**src/rtl/range_renorm_pkg.sv**
```systemverilog
package range_renorm_pkg;

  typedef enum logic {
    PATH_MPS = 1'b0,
    PATH_LPS = 1'b1
  } path_e;

  // Reset range: all ones except LSB
  function automatic int unsigned init_range(int unsigned w);
    return (1 << w) - 2;
  endfunction

endpackage

```
**src/rtl/range_select.sv**
```systemverilog
module range_select
  import range_renorm_pkg::*;
#(
  parameter int unsigned RANGE_W = 9,
  localparam int unsigned LPS_W  = RANGE_W - 1
) (
  input  logic [RANGE_W-1:0] range_i,
  input  logic [LPS_W-1:0]   lps_i,
  input  logic               bin_i,
  input  logic               mps_i,
  output logic [RANGE_W-1:0] rmps_o,
  output logic [RANGE_W-1:0] sel_o,
  output path_e              path_o
);

  logic [RANGE_W-1:0] lps_ext;

  assign lps_ext = {1'b0, lps_i};
  assign rmps_o  = range_i - lps_ext;
  assign path_o  = (bin_i == mps_i) ? PATH_MPS : PATH_LPS;
  assign sel_o   = (path_o == PATH_MPS) ? rmps_o : lps_ext;

endmodule

```
**src/rtl/lead_one_det.sv**
```systemverilog
module lead_one_det #(
  parameter int unsigned W   = 9,
  localparam int unsigned CW = $clog2(W)
) (
  input  logic [W-1:0]  in_i,
  output logic [CW-1:0] cnt_o,
  output logic          zero_o
);

  logic found;

  // Scan from MSB; count of zeros above the first one
  always_comb begin
    cnt_o = '0;
    found = 1'b0;
    for (int i = W - 1; i >= 0; i--) begin
      if (!found && in_i[i]) begin
        cnt_o = CW'(W - 1 - i);
        found = 1'b1;
      end
    end
  end

  assign zero_o = ~|in_i;

endmodule

```
**src/rtl/barrel_shl.sv**
```systemverilog
module barrel_shl #(
  parameter int unsigned W   = 9,
  localparam int unsigned CW = $clog2(W)
) (
  input  logic [W-1:0]  in_i,
  input  logic [CW-1:0] amt_i,
  output logic [W-1:0]  out_o
);

  logic [W-1:0] stg [CW+1];

  assign stg[0] = in_i;

  for (genvar g = 0; g < CW; g++) begin : g_stage
    assign stg[g+1] = amt_i[g] ? (stg[g] << (1 << g)) : stg[g];
  end

  assign out_o = stg[CW];

endmodule

```
**src/rtl/range_renorm.sv**
```systemverilog
module range_renorm
  import range_renorm_pkg::*;
#(
  parameter int unsigned RANGE_W  = 9,
  parameter int unsigned LPS_MIN  = 6,
  localparam int unsigned LPS_W   = RANGE_W - 1,
  localparam int unsigned SHIFT_W = $clog2(RANGE_W),
  localparam int unsigned LPS_MAX_SHIFT = RANGE_W - $clog2(LPS_MIN + 1),
  localparam logic [RANGE_W-1:0] RANGE_RST = RANGE_W'(init_range(RANGE_W))
) (
  input  logic               clk_i,
  input  logic               rst_ni,
  input  logic               bin_valid_i,
  input  logic               bin_i,
  input  logic               mps_i,
  input  logic [LPS_W-1:0]   lps_range_i,
  output logic               out_valid_o,
  output logic [RANGE_W-1:0] range_o,
  output logic [SHIFT_W-1:0] shift_o,
  output logic [RANGE_W-1:0] rmps_o
);

  logic [RANGE_W-1:0] range_q;
  logic [RANGE_W-1:0] rmps_d, sel_d, norm_d;
  logic [SHIFT_W-1:0] cnt_d;
  logic               sel_zero;
  path_e              path_d;

  range_select #(.RANGE_W(RANGE_W)) i_select (
    .range_i (range_q),
    .lps_i   (lps_range_i),
    .bin_i   (bin_i),
    .mps_i   (mps_i),
    .rmps_o  (rmps_d),
    .sel_o   (sel_d),
    .path_o  (path_d)
  );

  lead_one_det #(.W(RANGE_W)) i_lod (
    .in_i   (sel_d),
    .cnt_o  (cnt_d),
    .zero_o (sel_zero)
  );

  barrel_shl #(.W(RANGE_W)) i_shl (
    .in_i  (sel_d),
    .amt_i (cnt_d),
    .out_o (norm_d)
  );

  always_ff @(posedge clk_i or negedge rst_ni) begin
    if (!rst_ni) begin
      range_q     <= RANGE_RST;
      shift_o     <= '0;
      rmps_o      <= '0;
      out_valid_o <= 1'b0;
    end else begin
      out_valid_o <= bin_valid_i;
      if (bin_valid_i) begin
        range_q <= norm_d;
        shift_o <= cnt_d;
        rmps_o  <= rmps_d;
      end
    end
  end

  assign range_o = range_q;

  AST_RANGE_NORM: assert property (@(posedge clk_i) disable iff (!rst_ni)
    range_o[RANGE_W-1]);

  AST_SEL_NONZERO: assert property (@(posedge clk_i) disable iff (!rst_ni)
    bin_valid_i |-> !sel_zero);

  AST_RMPS_DIFF: assert property (@(posedge clk_i) disable iff (!rst_ni)
    bin_valid_i |=> rmps_o == $past(range_o) - RANGE_W'($past(lps_range_i)));

  AST_MPS_SHIFT: assert property (@(posedge clk_i) disable iff (!rst_ni)
    (bin_valid_i && bin_i == mps_i) |=> shift_o <= SHIFT_W'(1));

  AST_LPS_SHIFT: assert property (@(posedge clk_i) disable iff (!rst_ni)
    (bin_valid_i && bin_i != mps_i) |=>
      (shift_o >= SHIFT_W'(1) && shift_o <= SHIFT_W'(LPS_MAX_SHIFT)));

  AST_IDLE_HOLD: assert property (@(posedge clk_i) disable iff (!rst_ni)
    !bin_valid_i |=> $stable(range_o) && !out_valid_o);

  AST_VALID_LAG: assert property (@(posedge clk_i) disable iff (!rst_ni)
    bin_valid_i |=> out_valid_o);

endmodule

```
**config.mk**
```make
export PLATFORM = sky130hd
export DESIGN_NAME = range_renorm
export DESIGN_NICKNAME = d
export VERILOG_FILES = /design/src/rtl/range_renorm_pkg.sv /design/src/rtl/range_select.sv /design/src/rtl/lead_one_det.sv /design/src/rtl/barrel_shl.sv /design/src/rtl/range_renorm.sv
export SDC_FILE = /design/constraint.sdc
export NUM_CORES = 1
export LEC_CHECK = 0
export BUFFER_PORTS_ARGS = -buffer_cell sky130_fd_sc_hd__buf_4
export CAP_MARGIN = 20
export CORE_UTILIZATION = 52
export DETAILED_ROUTE_END_ITERATION = 10
export GPL_TIMING_DRIVEN = 0
export PLACE_DENSITY = 0.75
export SYNTH_ARGS = -nofsm -noshare
export SYNTH_HDL_FRONTEND = slang
export SYNTH_SLANG_ARGS = --single-unit
```
**constraint.sdc**
```tcl
create_clock -name clk_i -period 6.95 [get_ports clk_i]
set_clock_uncertainty 0.1 [all_clocks]
set_input_delay 0.3475 -clock clk_i [delete_from_list [all_inputs] [get_ports clk_i]]
set_output_delay 0.3475 -clock clk_i [all_outputs]
set_load 0.005 [all_outputs]
```
==> Word level (Yosys, flattened, before mapping) <==
Index checks and enable logic that the tools add are counted.
{ "word_totals": {"reg_bits": 23, "latchBits": 0, "ram_bits": 0, "rom_bits": 0, "out_inout_bits": 23, "wordCells": 43, "mem_count": 0} }
{ "op_classes": {"add_sub_neg": 1, "n_mul": 0, "n_div": 0, "magnitude_cmp": 0, "eq_ne": 1, "shifts": 0, "mux": 21, "bitwise_logic": 0, "reduce_logical": 16} }
{ "ops": {"columns": ["op", "n"], "rows": [
  ["$mux W9", 5],
  ["$mux W3", 4],
  ["$mux W1", 9],
  ["$sub A9 B8 Y9", 1],
  ["$logic_and A1 B1 Y1", 8],
  ["$logic_not A1 Y1", 8],
  ["$mux W2", 2],
  ["$mux W4", 1],
  ["$eq A1 B1 Y1", 1]
]} }

==> Longest topological paths before layout <==
Gate-level depths: netlist of run 1.
{ "logic_depth": {"word_depth": 31, "depth_mapped": 14, "depth_no_buf": 13} }

==> Modules after synthesis <==
A second synthesis of run 1 with hierarchy kept.
{ "unflattened": {"cells_unflattened": 168, "hier_area_um2": 1747.9} }
{ "modules_own_cells": {"columns": ["mod", "instances", "cells_each", "area_each_um2", "seq_area_each_um2"], "rows": [
  ["range_renorm", 1, 47, 855.8, 585.6],
  ["range_select", 1, 70, 480.5, 0.0],
  ["barrel_shl", 1, 34, 306.5, 0.0],
  ["lead_one_det", 1, 17, 105.1, 0.0]
]} }

==> Worst setup path before layout of run 1 <==
OpenSTA, ideal clock, no wires.
{ "synth_timing": {"kind": "register -> register", "startpoint": "reg range_q[0], in the netlist range_o[0]", "endpoint": "reg range_q[1], in the netlist range_o[1]", "t_arrival_ps": 2976, "t_required_ps": 6761, "setup_slack_ps": 3784, "path_stages_with_launch": 14, "path_buffers": 1, "period_less_slack_ps": 3166, "cell_sequence": "dfrtp_1 inv_1 ha_1 inv_1 fa_1 a211oi_2 o21a_2 nand4b_1 and3_1 a31oi_4 o32ai_2 buf_6 mux2_4 o32ai_2"} }
{ "synth_between": {"elab_chain_cells": 31, "elab_cells_between_ends": 38, "classes_between": "add/sub (1); mux (21); reduce/logical (16)"} }
{ "synth_rtl": {"columns": ["item", "line_no", "source"], "rows": [
  ["start, declared", "range_renorm.sv:23", "logic [RANGE_W-1:0] range_q;"],
  ["start signal, assigned", "range_renorm.sv:60", "range_q <= norm_d;"],
  ["$sub A9 B8 Y9 *", "range_select.sv:19", "assign rmps_o = range_i - lps_ext;"],
  ["$mux W9 *", "range_select.sv:21", "assign sel_o = (path_o == PATH_MPS) ? rmps_o : lps_ext;"],
  ["$mux W1", "lead_one_det.sv:17", "if (!found && in_i[i]) begin"],
  ["$logic_not A1 Y1", "lead_one_det.sv:17", null],
  ["$logic_and A1 B1 Y1", "lead_one_det.sv:17", null],
  ["$mux W1", "lead_one_det.sv:17", null],
  ["$logic_not A1 Y1", "lead_one_det.sv:17", null],
  ["$logic_and A1 B1 Y1", "lead_one_det.sv:17", null],
  ["(+13 left out)", null, null],
  ["$logic_not A1 Y1", "lead_one_det.sv:17", null],
  ["$logic_and A1 B1 Y1", "lead_one_det.sv:17", null],
  ["$mux W1", "lead_one_det.sv:17", null],
  ["$logic_not A1 Y1", "lead_one_det.sv:17", null],
  ["$logic_and A1 B1 Y1", "lead_one_det.sv:17", null],
  ["$mux W4", "lead_one_det.sv:17", null],
  ["$mux W9 (3 in series)", "barrel_shl.sv:15", "assign stg[g+1] = amt_i[g] ? (stg[g] << (1 << g)) : stg[g];"],
  ["$mux W9 *", "barrel_shl.sv:15", null]
]} }
Every way passes the cells marked *; elsewhere a longest branch is shown, timed or not.
A chain may end at the register's enable or synchronous reset.

==> Worst setup path in the final report of run 1 <==
{ "layout_timing": {"startpoint": "reg range_q[0], in the netlist range_o[0]", "endpoint": "reg range_q[4], in the netlist range_o[4]"} }
Same word-level chain as after synthesis.

==> run summary, run 1 <==
CP Class - flip-flop to flip-flop
Min Tclk post-route - 3573 ps
CP Launch Type - flip-flop
Syn Nets - 228
Total wire length - 4551 um
Count of pins over their slew limit - 0
PnR worst setup slack - 3377 ps
Tcrit/Tclk final - 51.41%
Global-route wire length before repair - 7548 um
Max Cap Viol - 0
Clk root buf - clkbuf_8
Async set or reset register ratio after synthesis - 100.0%
Yosys warning count - 0
Via density - 5.842
Fillers - 302
Setup-failing EPs final - 0
Actual slew at the worst max-slew pin - 542.5 ps
Initial DRC count - 123
Vias - 1706
GP Congestion - 0.8902
VDD IR-drop max - 0.2315 mV
Worst slack at placement - 3381 ps
Setup TNS - 0 ps
Global Route Usage Sum - 24.74%
Final Cell Area - 2298 sq um
Post-synth top area share - 19.53%
Area contributors post-synth - dfrtp_1 (20%), dfstp_2 (11%), nor2_1 (5.9%)
Post-synthesis cell type count - 65
Adder-cell share of the synthesized area - 6.250%
Ant. Diodes - 0
Critical path data required time - 7050 ps
Largest net degree at the start of global routing - 24
Main combinational cell family by area after synthesis - compound AO/OA/AOI/OAI gates
CP Capture Type - flip-flop
FMAX - 279.9 MHz
Most frequent CP cell - inv_1
RSZ-0062 raised after global routing - false
Detail Route Antenna Nets - 0
Post-synth EDFFs - 0
Pre-antenna DRT Iters - 4
CTS tree - yes
Simple-gate share of the synthesized area - 17.25%
Share of cells above drive strength 1 - 32.11%
Area delta synth->final - 19.60%
Run status - finished clean
Xor/xnor share of the synthesized area - 4.818%
Worst skew pair latency - 270 ps
Post-synthesis mux area share - 7.878%
Worst slew margin - 63.59%
Final Net Count - 269
Post-detail-place hpwl - 3435 um
Die W - 62.80 um
PwrDens - 443.1 nW/um^2
Clk sink count - 23
Total CTS buffers - 3
Core ar. - 3442 sq um
Critical path data arrival time - 3670 ps
H-tree levels - 1
Max incr delay on CP - 470 ps
Clock-pin slew on the worst setup and hold paths - 80 ps
GRT overflow - 0
Residual DRC - 0
Rows - 21
Slowest cell on crit path - o21ai_1
FF+latch count, synth - 23
Ys flop type - dfrtp_1
Placed cell areas - 2242 sq um
Initial core utilization - 55.83%
Seq/Total Area, Yosys - 30.47%
Worst path cell trace - inv_1 > ha_1 > inv_1 > fa_1 > a211oi_2 > o21a_2 > nand4b_1 > and3_1 > a31oi_4 > nand2b_2 > o21ai_1 > nor2b_1 > a221o_1
Ports - 36
Pleak - 0.0009982 uW
Synth Area per Inst - 9.329 sq um
Final Hold Fails - 0
Synthesized cell area - 1922 sq um
Die height - 62.80 um
Initial antenna violation count - 0
Number of buffers added on ports - 35
Hold Path Class - input pin to flip-flop
Die ar. - 3943 sq um
Wire per inst - 15.59 um
Area leader, netlist - dfrtp_1
Cell count after synthesis - 206
Max FO, Critical Path - 10
Clock tree buffer depth - 2
Compound-cell area share of the yosys netlist - 28.19%
Vias in the first global route - 1540
==> sequential cells by signal (all words and copies together), names as in the netlist <==
register     flops
out_valid_o      1
range_o          9
rmps_o           9
shift_o          4
==> synthesized netlist by cell type (3+ instances only) <==
cell type,instances
xnor2_1,3
o211ai_1,3
nand2b_1,3
and3_1,3
nand3_1,6
clkbuf_1,3
nor2_1,30
dfrtp_1,15
dfstp_2,8
a21oi_1,9
mux2i_1,8
a211oi_2,3
o21ai_0,6
ha_1,8
o21a_1,4
o21ai_1,4
nor3_1,3
nand2_1,11
inv_1,13
mux2_2,5
o32ai_1,3
==> final cells by class <==
type,instances,area [sq um],share of cell area (%)
Timing Repair Buffer,36,272.8,11.87
Buffer,8,50.05,2.177
Clock inverter,1,5.005,0.2177
Multi-Input combinational cell,162,1237,53.84
Sequential cell,23,585.6,25.48
Inverter,13,48.80,2.123
Clock buffer,3,41.29,1.796
Tap cell,46,57.56,2.504
==> final timing paths <==
check                           slack (ps)  depth (start not counted)   startpoint           to
max in group asynchronous             6040                          2       rst_ni   range_o[8]
min in group asynchronous              410                          2       rst_ni    rmps_o[4]
worst max register to register        3380                         13   range_o[0]   range_o[4]
worst max-delay path                  3380                         13   range_o[0]   range_o[4]
worst min register to register         390                          1   shift_o[2]   shift_o[2]
worst min-delay path                   140                          1  bin_valid_i  out_valid_o
==> cell families (layout without fill, tap and decap cells) <==
logic type	Yosys count	after routing
DFF	23	23
AOI/OAI and AO/OA	62	62
adders and majority gates	9	9
muxes	14	14
and+or+nand+nor	69	69
buffers and inverters	21	61
xor gates and xnor gates	8	8
==> what timing repair did <==
action	in CTS	in global routing
hold buffers	1	0
endpoints found under the hold margin	15	0
gates resized for setup	0	0
buffers inserted	0	0
==> metal layers <==
metal  vias up  global-route usage (%)  wire length (um)
met5         -                       0                 0
met4         0                   8.721                80
met3         7                   2.372               152
met2        44                   38.99              2091
met1       817                   35.23              2226
li1        838                       -                 -
==> layout by cell type, fill, tap and decap left out, types with 5 or more instances in the layout <==
master   netlist  final
mux2i_1        8      8
nor2_1        30     30
dfstp_2        8      8
o21ai_0        6      6
nand3_1        6      6
mux2_2         5      5
buf_4          1     36
nand2_1       11     11
ha_1           8      8
inv_1         13     13
dfrtp_1       15     15
a21oi_1        9      9
==> critical path: cells and delay by family (launching register included) <==
kind	cells	cell delay [ps]
AOI/OAI and AO/OA	5	1540
adders and majority gates	2	590
buffers and inverters	2	140
DFF	1	380
and+or+nand+nor	4	730
==> power by group <==
part	internal [uW]	leakage, uW	switching (uW)	total [uW]
clock	40.1	0.0000255	44.8	84.9
combinational	323	0.000708	362	685
sequential	206	0.000264	42.7	249
==> per-stage QoR <==
stage	util (%)	hold slack (ps)	instances	power, uW
after floorplan	-	-48.09	206	737.3
after global placement	65.14	160.2	287	924.7
after detailed placement	65.14	164.9	287	930.3
after CTS	66.78	135.6	292	1020
after global routing	66.78	125.1	292	1101
final	66.78	139.8	292	1019
No activity file was read; power rests on OpenSTA's default activity.
==> run 2: changes to the inputs <==
--- a/config.mk
+++ b/config.mk
@@ -7,10 +7,10 @@
 export LEC_CHECK = 0
 export BUFFER_PORTS_ARGS = -buffer_cell sky130_fd_sc_hd__buf_4
 export CAP_MARGIN = 20
-export CORE_UTILIZATION = 52
+export CORE_UTILIZATION = 50
 export DETAILED_ROUTE_END_ITERATION = 10
 export GPL_TIMING_DRIVEN = 0
-export PLACE_DENSITY = 0.75
+export PLACE_DENSITY = 0.76
 export SYNTH_ARGS = -nofsm -noshare
 export SYNTH_HDL_FRONTEND = slang
 export SYNTH_SLANG_ARGS = --single-unit
==> constraint.sdc (replaced) <==
create_clock -name clk_i -period 3 [get_ports clk_i]
set_clock_uncertainty 0.1 [all_clocks]
set_input_delay 0.15 -clock clk_i [delete_from_list [all_inputs] [get_ports clk_i]]
set_output_delay 0.15 -clock clk_i [all_outputs]
set_load 0.005 [all_outputs]
==> run summary, run 2 (same netlist as run 1, synthesis figures left out) <==
Finished Core Util - 71.63% (+4.9 points)
Detail Route Antenna Nets - 0 (unchanged)
Hold Path Class - input pin to flip-flop
Clock tree buffer depth - 2 (unchanged)
Cell family with most CP delay - compound AO/OA/AOI/OAI gates
Footprint of the multi-input gates - 1416 sq um (+14%)
Flop-to-flop setup slack - -210 ps (-3590 ps)
Worst r2r path cells - 14 (+1)
Worst skew pair latency - 280 ps (about the same)
Commonest cells after routing, fill and taps aside - buf_4 (51), nor2_1 (28), dfrtp_1 (15)
Via density - 5.810 (-0.55%)
Hold path cells - 3 (+2)
Die ar. - 4095 sq um (+3.9%)
Max FO, Critical Path - 7 (-3)
Pleak - 0.001114 uW (+12%)
Die W - 64.00 um (+1.9%)
Post-detail-place hpwl - 3463 um (+0.83%)
RSZ-0062 raised after global routing - true
Max Cap Viol - 0 (unchanged)
Critical path depth in cells - 14 (+1)
Global Route Usage Sum - 26.39% (+1.7 points)
Number of buffers added on ports - 35 (unchanged)
GP Congestion - 0.8832 (-0.79%)
CP startpoint - range_o[0]
Initial DRC count - 85 (-31%)
CTS tree - yes
M1 wire length - 2402 um (+7.9%)
Critical path data arrival time - 3320 ps (-350 ps)
Slowest cell on crit path - dfrtp_1
CP Class - flip-flop to flip-flop
GRT overflow - 0 (unchanged)
Final Hold Fails - 0 (unchanged)
Commonest non-fill, non-tap cell in the layout - buf_4
Share of cells above drive strength 1 - 43.73% (+12 points)
Worst slew margin - 59.63% (-4.0 points)
Most frequent CP cell - inv_2
Total wire length - 5065 um (+11%)
Violated checks - design-rule violations, negative setup slack
Actual slew at the worst max-slew pin - 605.5 ps (+63.00 ps)
Fillers - 289 (-4.3%)
Total CTS buffers - 3 (unchanged)
Vias in the first global route - 1669 (+8.4%)
CP Launch Type - flip-flop
Max incr delay on CP - 390 ps (-80 ps)
Area delta synth->final - 36.46%
Max Used Layer - met4
VDD IR-drop max - 0.5967 mV (+160%)
Min Tclk post-route - 3214 ps (-358.8 ps)
Run status - finished with violations
Pre-antenna DRT Iters - 8 (+4)
Count of pins over their slew limit - 0 (unchanged)
Largest net degree at the start of global routing - 24 (unchanged)
Total chip power - 2826 uW (+180%)
H-tree levels - 1 (unchanged)
Wire per inst - 16.29 um (+4.5%)
Buf/Inv on CP - 3 (+1)
Critical Path End - range_o[4]
Initial core utilization - 52.49% (-3.3 points)
Setup-failing EPs final - 7 (+7)
Initial antenna violation count - 0 (unchanged)
Ports - 36 (unchanged)
PwrDens - 1078 nW/um^2 (+140%)
WL met3 - 246 um (+62%)
Residual DRC - 1 (+1)
Final Net Count - 286 (+6.3%)
Die height - 64.00 um (+1.9%)
CP Capture Type - flip-flop
Clk root buf - clkbuf_8
Worst path cell trace - inv_2 > ha_4 > inv_2 > fa_2 > a211oi_4 > o21a_2 > nand4b_1 > and3_4 > a31oi_4 > buf_12 > nor2_4 > mux2i_1 > nor2b_2 > a221o_1
Tcrit/Tclk final - 107.1% (+56 points)
Global-route wire length before repair - 8286 um (+9.8%)
Rows - 22 (+4.8%)
Core ar. - 3661 sq um (+6.4%)
Metal2 WL - 2371 um (+13%)
Critical path data required time - 3100 ps (-3950 ps)
Vias - 1807 (+5.9%)
Worst r2r src - range_o[0]
Reg2reg end - range_o[4]
Clk sink count - 23 (unchanged)
Clock-pin slew on the worst setup and hold paths - 90 ps (about the same)
PnR worst setup slack - -214.3 ps (-3591 ps)
FF+latch area - 585.6 sq um (unchanged)
Ant. Diodes - 0 (unchanged)
FMAX - 311.1 MHz (+11%)
==> run 2: changes by cell type in the layout (fill, tap and decap cells not counted), moves of 3 or more <==
cell      change
a211oi_2      -3
a211oi_4      +3
and3_1        -3
and3_4        +3
buf_4        +15
==> run 2: stage by stage <==
stage               std cells  area (sq um)  setup WS, ps  hold slack [ps]  TNS [ps]
floorplan                 206          1949        -11.26           -245.6    -11.54
global placement          289          2272        -377.7           -30.63     -2148
detailed placement        289          2272        -395.3           -33.32     -2207
CTS                       306          2529        -195.1            131.2    -974.8
global route              311          2623        -339.2            159.6     -2210
finish                    311          2623        -214.3            134.0     -1087
==> run 2: worst register-to-register path: stages, from the launching register on <==
cell and delay [ps]:
dfrtp_1 390, inv_2 80, ha_4 140, inv_2 40
fa_2 360, a211oi_4 320, o21a_2 210, nand4b_1 150
and3_4 220, a31oi_4 120, buf_12 160, nor2_4 240
mux2i_1 140, nor2b_2 180, a221o_1 290
==> run 2: layer usage <==
layer	vias up	global-route usage (%)
li1	872	-
met4	0	5.682
met5	-	0
met3	5	2.500
met2	65	42.15
met1	865	38.55
==> run 2: layout make-up <==
type	count	area share, %
clock buffers	3	1.574
plain buffers	8	1.908
clock inverters	1	0.1908
inverters	13	1.861
flip-flops and latches	23	22.33
repair buffers	53	15.84
well taps	48	2.290
multi-input cells	162	54.01
==> run 2: worst min-delay path by stage <==
stage	startpoint	endpoint	slack (ps)
global placement	rst_ni	rmps_o[4]	-30
floorplan	rst_ni	out_valid_o	-250
finish	lps_range_i[0]	rmps_o[0]	130
detailed placement	rst_ni	rmps_o[4]	-30
CTS	lps_range_i[0]	rmps_o[0]	130
global route	lps_range_i[0]	rmps_o[0]	160
==> run 2: repair_timing <==
item,4_1_cts,5_1_grt
buffers inserted,11,5
pin swaps,14,13
gates resized for setup,16,12
hold buffers,2,0
endpoints found under the setup margin,8,11
hold endpoints to repair,24,0
==> run 2: where the power goes <==
part,switching [uW],internal [uW],leakage (uW)
registers,95.7,477,0.000264
clock network,112,93.2,0.0000255
logic,1020,1030,0.000824
==> run 3: changes to the inputs <==
--- a/config.mk
+++ b/config.mk
@@ -10,7 +10,7 @@
 export CORE_UTILIZATION = 50
 export DETAILED_ROUTE_END_ITERATION = 10
 export GPL_TIMING_DRIVEN = 0
-export PLACE_DENSITY = 0.76
+export PLACE_DENSITY = 0.85
 export SYNTH_ARGS = -nofsm -noshare
 export SYNTH_HDL_FRONTEND = slang
 export SYNTH_SLANG_ARGS = --single-unit
==> run summary, run 3 (same netlist as run 1, synthesis figures left out) <==
Pre-antenna DRT Iters - 4 (-4)
Die height - 64.00 um (unchanged)
Clock tree buffer depth - 2 (unchanged)
Max Cap Viol - 0 (unchanged)
GRT overflow - 0 (unchanged)
Hold Path Class - input pin to flip-flop
VDD IR-drop max - 0.5726 mV (-4.0%)
CTS tree - yes
Share of cells above drive strength 1 - 46.15% (+2.4 points)
Rows - 22 (unchanged)
CP Capture Type - flip-flop
Commonest non-fill, non-tap cell in the layout - buf_4
Global Route Usage Sum - 27.86% (+1.5 points)
Worst r2r src - range_o[0]
Final Hold Fails - 0 (unchanged)
CP Class - flip-flop to flip-flop
Die W - 64.00 um (unchanged)
Vias in the first global route - 1822 (+9.2%)
Cell Count, Final, Fillers Out - 321 (+3.2%)
Fillers - 268 (-7.3%)
Initial DRC count - 168 (+98%)
Violated checks - negative setup slack
Clk sink count - 23 (unchanged)
Residual DRC - 0 (-1)
Pleak - 0.001167 uW (+4.8%)
Worst hold path startpoint - lps_range_i[0]
Wire per inst - 18.63 um (+14%)
CP Launch Type - flip-flop
Worst skew pair latency - 280 ps (about the same)
Critical path data required time - 3090 ps (about the same)
Hold worst-path end - rmps_o[0]
Setup-failing EPs final - 7 (unchanged)
PwrDens - 1094 nW/um^2 (+1.5%)
Worst slack at placement - -418.9 ps (-23.65 ps)
Global-route wire length before repair - 8769 um (+5.8%)
Worst slew margin - 57.56% (-2.1 points)
Reg2reg end - range_o[7]
Ant. Diodes - 0 (unchanged)
Detail Route Antenna Nets - 0 (unchanged)
Total wire length - 5981 um (+18%)
Total CTS buffers - 3 (unchanged)
H-tree levels - 1 (unchanged)
Ports - 36 (unchanged)
Hold path cells - 3 (unchanged)
Critical path data arrival time - 3340 ps (+20 ps)
Area delta synth->final - 40.75%
FMAX - 308.1 MHz (-0.97%)
Via density - 6.047 (+4.1%)
PnR worst setup slack - -245.9 ps (-31.57 ps)
Post-detail-place hpwl - 3678 um (+6.2%)
Run status - finished with violations
Initial core utilization - 52.49% (unchanged)
Count of pins over their slew limit - 0 (unchanged)
Clk root buf - clkbuf_8
GP Congestion - 0.9108 (+3.1%)
Flop-to-flop setup slack - -250 ps (-30 ps)
RSZ-0062 raised after global routing - true
Max FO, Critical Path - 3 (-4)
Final Net Count - 296 (+3.5%)
Clock-pin slew on the worst setup and hold paths - 100 ps (about the same)
Actual slew at the worst max-slew pin - 630.0 ps (+24.47 ps)
Core ar. - 3661 sq um (unchanged)
Total placed cells including tap cells - 289 (unchanged)
FF+latch area - 585.6 sq um (unchanged)
Footprint of the multi-input gates - 1433 sq um (+1.1%)
Worst r2r path cells - 14 (unchanged)
Commonest cells after routing, fill and taps aside - buf_4 (61), nor2_1 (28), dfrtp_1 (15)
Number of buffers added on ports - 35 (unchanged)
Die ar. - 4095 sq um (unchanged)
Largest net degree at the start of global routing - 24 (unchanged)
Vias - 1941 (+7.4%)
Initial antenna violation count - 0 (unchanged)
Min Tclk post-route - 3246 ps (+31.57 ps)
Tcrit/Tclk final - 108.2% (+1.1 points)
Total chip power - 2958 uW (+4.7%)
==> run 3: cell types whose count changed in the layout (fill, tap and decap cells not counted), moves of 2 or more <==
cell / delta
nor4_2: +2
buf_4: +10
nor2_2: -2
nor2_4: +2
a21oi_2: -2
nor4_1: -2
a21oi_1: +2
==> run 3: through the flow <==
step	cell area (sq um)	utilization [%]	hold WS, ps	setup TNS, ps
floorplan	1949	-	-245.6	-11.54
finish	2705	73.89	127.4	-1179
CTS	2536	69.28	120.8	-609.5
detailed placement	2272	62.06	-32.93	-2328
global route	2705	73.89	145.9	-2170
global placement	2272	62.06	-34.93	-1961
==> run 3: where the power goes <==
| part | switching, uW | internal (uW) | total (uW) |
|---|---|---|---|
| clock | 116 | 93.3 | 209 |
| combinational | 1090 | 1080 | 2170 |
| sequential | 100 | 477 | 577 |
==> run 3: worst max-delay path, stage by stage, from the launching register on <==
cell and delay [ps]:
dfrtp_1 390, inv_2 90, ha_4 140, inv_2 40
fa_2 360, a211oi_4 280, buf_4 170, nor2_1 60
o21ai_2 160, and3_4 250, a211oi_4 80, o32ai_1 490
nor4_2 90, a211oi_1 300, o211ai_1 170
==> run 3: metal layers <==
metal	GRT usage (%)	vias to the layer above	part of all wire (%)	wire length [um]
li1	-	896	-	-
met1	35.70	945	42	2509
met2	48.67	82	49	2937
met3	3.393	18	5.7	341
met4	8.239	0	3.2	193
met5	0	-	0	0
==> run 3: how the worst max path moves through the flow <==
stage / endpoint / startpoint / slack (ps)
CTS: range_o[1] / range_o[0] / -140
detailed placement: range_o[4] / range_o[0] / -420
global placement: range_o[4] / range_o[0] / -360
floorplan: range_o[1] / range_o[0] / -10
finish: range_o[7] / range_o[0] / -250
global route: range_o[7] / range_o[3] / -300
==> run 3: cell type report <==
| class | count | share of cell area, % |
|---|---|---|
| multi-input combinational | 162 | 52.96 |
| sequential | 23 | 21.65 |
| timing repair buffer | 63 | 17.81 |
| tap | 48 | 2.220 |
| buffer | 8 | 1.850 |
| inverter | 13 | 1.804 |
| clock buffer | 3 | 1.526 |
| clock inverter | 1 | 0.1850 |
==> run 3: timing repair <==
| item | 4_1_cts | 5_1_grt |
|---|---|---|
| gates resized for setup | 16 | 17 |
| pin swaps | 12 | 11 |
| endpoints found under the hold margin | 24 | 0 |
| hold buffers | 2 | 0 |
| endpoints found under the setup margin | 9 | 11 |
| buffers inserted | 15 | 11 |
